--- src/rtl/scroll_addr_latch.sv ---
module scroll_addr_latch #(
  parameter int AW     = 15,
  parameter int BUS_W  = 14,
  parameter int FX_W   = 3
) (
  input  logic             clk,
  input  logic             rst_n,
  input  logic             wr_en,
  input  logic             wr_port,
  input  logic [7:0]       wr_data,
  input  logic             stat_rd,
  output logic [AW-1:0]    tmp_word,
  output logic [AW-1:0]    live_addr,
  output logic [BUS_W-1:0] vram_addr,
  output logic [FX_W-1:0]  fine_x
);

  logic          phase;
  logic [AW-1:0] tmp_nxt;

  wire scr_lo = wr_en && !wr_port && !phase;
  wire scr_hi = wr_en && !wr_port &&  phase;
  wire adr_lo = wr_en &&  wr_port && !phase;
  wire adr_hi = wr_en &&  wr_port &&  phase;

  always_comb begin
    tmp_nxt = tmp_word;
    if (scr_lo) tmp_nxt[4:0] = wr_data[7:3];
    if (scr_hi) begin
      tmp_nxt[9:5]   = wr_data[7:3];
      tmp_nxt[14:12] = wr_data[2:0];
    end
    if (adr_lo) begin
      tmp_nxt[14]   = 1'b0;
      tmp_nxt[13:8] = wr_data[5:0];
    end
    if (adr_hi) tmp_nxt[7:0] = wr_data;
  end

  always_ff @(posedge clk) begin
    if (!rst_n) begin
      tmp_word  <= '0;
      live_addr <= '0;
      fine_x    <= '0;
      phase     <= 1'b0;
    end else begin
      tmp_word <= tmp_nxt;
      if (adr_hi) live_addr <= tmp_nxt;
      if (scr_lo) fine_x <= wr_data[FX_W-1:0];
      if (stat_rd)    phase <= 1'b0;
      else if (wr_en) phase <= !phase;
    end
  end

  assign vram_addr = live_addr[BUS_W-1:0];

endmodule


--- config.mk ---
export PLATFORM = sky130hd
export DESIGN_NAME = scroll_addr_latch
export DESIGN_NICKNAME = d
export VERILOG_FILES = /design/src/rtl/scroll_addr_latch.sv
export SDC_FILE = /design/constraint.sdc
export NUM_CORES = 1
export LEC_CHECK = 0
export BUFFER_PORTS_ARGS = -buffer_cell sky130_fd_sc_hd__buf_2
export CORE_MARGIN = 2
export CORE_UTILIZATION = 52
export DETAILED_ROUTE_END_ITERATION = 7
export PLACE_DENSITY = 0.86
export SYNTH_ARGS = -nofsm -noshare
export SYNTH_HDL_FRONTEND = slang
export SYNTH_SLANG_ARGS = --single-unit
--- constraint.sdc ---
create_clock -name clk -period 1.7 [get_ports clk]
set_clock_uncertainty 0.05 [all_clocks]
set_input_delay 0.255 -clock clk [delete_from_list [all_inputs] [get_ports clk]]
set_output_delay 0.255 -clock clk [all_outputs]
set_load 0.02 [all_outputs]
# == Word level (Yosys, flattened, before mapping) ==
# Index checks and enable logic that the tools add are counted.
# Widths: inputs -> output; s select.
# totals
register_bits,34
in_bits,13
output_inout_bits,47
word_cells,19
# op_classes
mux,5
bitwise,1
n_reduce_logical,9
# ops
cell,n
$mux 5,2
$mux 8,1
$mux 7,1
$logic_and 1x1->1,6
$mux 3,1
$logic_not 1->1,2
$reduce_or 2->1,1
$not 1->1,1

# == Longest topological paths before layout ==
# depth
ltp_word,5
mapped_depth,5
mapped_depth_nobuf,3

# == Worst setup path before layout ==
# OpenSTA, ideal clock, no wires.
# synth_timing
path_type,register to register
start,reg phase
end,reg fine_x[0]
setup_ps,132
arrival_ps,991
required_ps,1518
slack_ps,527
stages_incl_launch_ff,5
path_buffers,1
period_less_slack_ps,1173
path_cell_list,dfxtp_1 -> or3b_1 -> buf_6 -> nand2_1 -> a21oi_1
# synth_between
elab_chain_len,2
# synth_rtl
item,line,source
"start, declared",18,logic phase;
"start signal, assigned",51,else if (wr_en) phase <= !phase;
$logic_not 1->1,21,wire scr_lo = wr_en && !wr_port && !phase;
$logic_and 1x1->1,21,
"end signal, assigned",49,if (scr_lo) fine_x <= wr_data[FX_W-1:0];
"end, declared",15,output logic [FX_W-1:0] fine_x
# Every way passes these cells.
# A chain may end at the register's enable or synchronous reset.

# == Worst setup path after layout ==
# layout_timing
start,reg phase
end,reg live_addr[11]
# layout_between
elab_chain_len,3
elab_cells_between_ends,4
classes_between,mux: 1; reduce/logical: 3
# layout_rtl
item,line,source
$logic_not 1->1,23,wire adr_lo = wr_en && wr_port && !phase;
$logic_and 1x1->1,23,
$mux 7,33,if (adr_lo) begin
"end signal, assigned",48,if (adr_hi) live_addr <= tmp_nxt;
"end, declared",13,"output logic [AW-1:0] live_addr,"
# Parallel ways exist; a longest one is shown, timed or not.

==> metrics <==
outcome=complete, but fails checks; violated checks=design-rule violations; average detailed-routed wire length per instance=13.4 um; number of nets in the layout=237; fraction of power consumed by combinational cells=13.8%; DRC=5; Vias/cell=5.48; sum of overflow across all layers after global routing=0; post-layout minimum cycle time=1350 ps; CTS Buf Count=5; count of state elements after synthesis=34; core region area=2810 sq um; reg-to-reg critical path startpoint=phase$_SDFFE_PP0P_; half-perimeter wire length after placement=~2500 um; height of the die=59.0 um; Crit path max-delay family=flip-flops; TritonCTS clock tree=built; horizontal die dimension=between 50 and 60 um; cells traversed along the worst timing path=nand3_2, buf_4, nand2_1, a21oi_1; total inserted antenna cells=0; worst setup path category=reg2reg; global-route wire length before repair=~5500 um; actual transition at the worst max-transition pin=between 300 and 400 ps; fraction of final layout cells sized beyond drive strength 1=a little over a third; number of cell instances on the worst register-to-register path=4; Overall Global Routing Usage=about a fifth; number of buffers added to fix hold violations after cts=0; number of pins with negative max-slew slack in the final report=0; power dissipated by switching net loads=429 uW; Iter 0 DRT Violations=54; category of the worst setup path launch point=flop; Hold Fails Final Rpt=0; register-to-register setup slack=350 ps; starting density of the core=a little under three fifths; fillcell total=around 250; Slew HR=75.3%; Area contributors post-synth=dfxtp_1, nand2_1, a21oi_1; Reg clk slew, reported paths=110 ps; number of cells on the worst hold path=2; synthesized instance count=181; post-route antenna net violation count=0; final RePlAce weighted congestion=about 0.87; net count after synthesis=194; # port buffers=59; total buffers and inverters traversed by the critical path=1; yosys warns=0; part of the power in the clock network=30.8%; highest ir drop seen on vdd=0.000599 V; Post-CTS Setup Bufs=0; Mapped Avg Cell Area=8.68 sq um; CTS H-tree lvls=2; maximum fanout encountered on the critical timing path=13; Final Cycle Share=79.7%; drt total wl=3440 um; HP Start=stat_rd; worst endpoint required time=1870 ps; switching part of the total power=between 20% and 30%; highest clock frequency the design can meet=between 0.7 and 0.8 GHz; number of clock sinks=34; overall power consumption=1.53 mW; Crit. End Element=flop; dominant cell type by area after synthesis=dfxtp_1; portion of the post-synthesis area used by sequential elements=43.3%; io pins=60; DR vias=~1400; cell area after synthesis=1570 sq um; delay of the slowest cell on the worst path=520 ps; maximum number of pins on one net before global-route repair=25; CTS max path bufs=2; internal power consumption=1.10 mW; reg-to-reg endpoint=live_addr[11]$_SDFFE_PN0P_; Clock Root Buffer=clkbuf_4; number of global-route vias before repair=between 1000 and 1500; worst endpoint data arrival time=1520 ps; number of antenna violations at the first check in global routing=0; Setup-failing EPs final=0; power share of the sequential group=between 50% and 60%; Yosys top cell area share=approximately 43%; number of distinct standard cells referenced by the synthesized netlist=27; Hold EP=phase$_SDFFE_PP0P_; worst min path class=in2reg; total power density per cell area=860 nW/um^2; floorplan row count=19; post-cts repair resize count=0; length of the first detailed-routing pass in iterations=6; Setup Total Neg Slack=0 ps; leakage=0.805 nW; slowest cell on the critical path=dfxtp_1; max-cap check violation count=0; DIE AREA=3480 sq um; setup repair after global routing missed its margin=no; Synth-to-Final Area Change=13.1%; insertion delay to the later sink of the worst-skew pair=340 ps
-- cell usage after synthesis --
cell type / number
a31oi_1: 1
buf_2: 1
nand3b_4: 1
nor2_1: 5
mux2i_1: 5
inv_1: 3
buf_1: 1
nand2_1: 43
a21oi_2: 6
o221ai_1: 8
dfxtp_1: 34
nand4_1: 1
a211oi_1: 3
a21oi_1: 26
nand2b_1: 1
nand3_2: 1
nor3_1: 1
and3_4: 1
buf_6: 7
and2_1: 1
nor3b_4: 1
xnor2_1: 1
o21ai_0: 10
nand3_1: 1
or3b_1: 1
buf_4: 16
clkbuf_1: 1
-- worst register-to-register path, stage by stage, from the launching register on --
cell,delay [ps]
dfxtp_1,520
nand3_2,280
buf_4,250
nand2_1,70
a21oi_1,60
-- worst max path at each step --
stage	from	endpoint	slack, ps	depth (start not counted)
detailed placement	wr_port	live_addr[9]$_SDFFE_PN0P_	280	5
finish	phase$_SDFFE_PP0P_	live_addr[11]$_SDFFE_PN0P_	350	4
global placement	wr_port	live_addr[9]$_SDFFE_PN0P_	300	5
floorplan	phase$_SDFFE_PP0P_	fine_x[0]$_SDFFE_PN0P_	530	4
global route	phase$_SDFFE_PP0P_	live_addr[11]$_SDFFE_PN0P_	220	4
CTS	phase$_SDFFE_PP0P_	live_addr[11]$_SDFFE_PN0P_	340	4
-- per-stage QoR --
| stage | utilization (%) | worst slack [ps] | std cells | cell area (sq um) | hold WS, ps |
|---|---|---|---|---|---|
| after floorplan | - | 527 | 181 | 1570 | 282 |
| after global placement | 61.2 | 299 | 248 | 1720 | 374 |
| after detailed placement | 61.2 | 282 | 248 | 1720 | 372 |
| after CTS | 63.3 | 339 | 256 | 1780 | 4.91 |
| after global routing | 63.3 | 218 | 256 | 1780 | 3.77 |
| final | 63.3 | 346 | 256 | 1780 | 14.6 |
-- cells in the final DEF (no fill, tap or decap), drive strengths merged --
cell,netlist,layout
dfxtp,34,34
xnor2,1,1
nand3,2,2
and2,1,1
buf,25,62
nor3b,1,1
inv,3,3
mux2i,5,5
nand2,43,43
clkbuf,1,7
a31oi,1,1
nand2b,1,1
or3b,1,1
a21oi,32,32
clkinv,0,1
nand4,1,1
o21ai,10,10
o221ai,8,8
and3,1,1
nor2,5,5
a211oi,3,3
nor3,1,1
nand3b,1,1
-- state kept, by name, indices dropped and copies added (netlist names) --
| name | cells |
|---|---|
| phase | 1 |
| tmp_word | 15 |
| fine_x | 3 |
| live_addr | 15 |
-- kinds of logic (layout without fill, tap and decap cells) --
kind of cell | Yosys count | after routing | share of synthesized area, %
flops | 34 | 34 | 43.3
mux | 5 | 5 | 3.18
simple gates | 58 | 58 | 17.7
xor+xnor | 1 | 1 | 0.557
compound gates | 54 | 54 | 21.1
buf+inv | 29 | 73 | 14.2
-- layout make-up --
cell class | instances | area (sq um) | share of cell area [%]
sequential | 34 | 681 | 38.3
clock buffer | 7 | 55.1 | 3.10
multi-input combinational | 118 | 668 | 37.6
clock inverter | 1 | 5.00 | 0.282
timing repair buffer | 62 | 318 | 17.9
tap | 31 | 38.8 | 2.18
inverter | 3 | 11.3 | 0.634
-- per-layer routing --
layer	wire, um	up-vias	global-route usage (%)
li1	-	695	-
met1	1560	649	27.7
met2	1590	59	32.4
met3	284	0	7.21
met4	0	0	3.90
met5	0	-	0
-- power groups by stage --
| stage | combinational [mW] | sequential [mW] | clock (mW) |
|---|---|---|---|
| floorplan | 0.120 | 0.892 | 0 |
| global placement | 0.206 | 0.863 | 0 |
| detailed placement | 0.210 | 0.863 | 0 |
| CTS | 0.211 | 0.845 | 0.477 |
| global route | 0.230 | 0.850 | 0.509 |
| finish | 0.211 | 0.845 | 0.471 |
No activity file was read; power rests on OpenSTA's default activity.
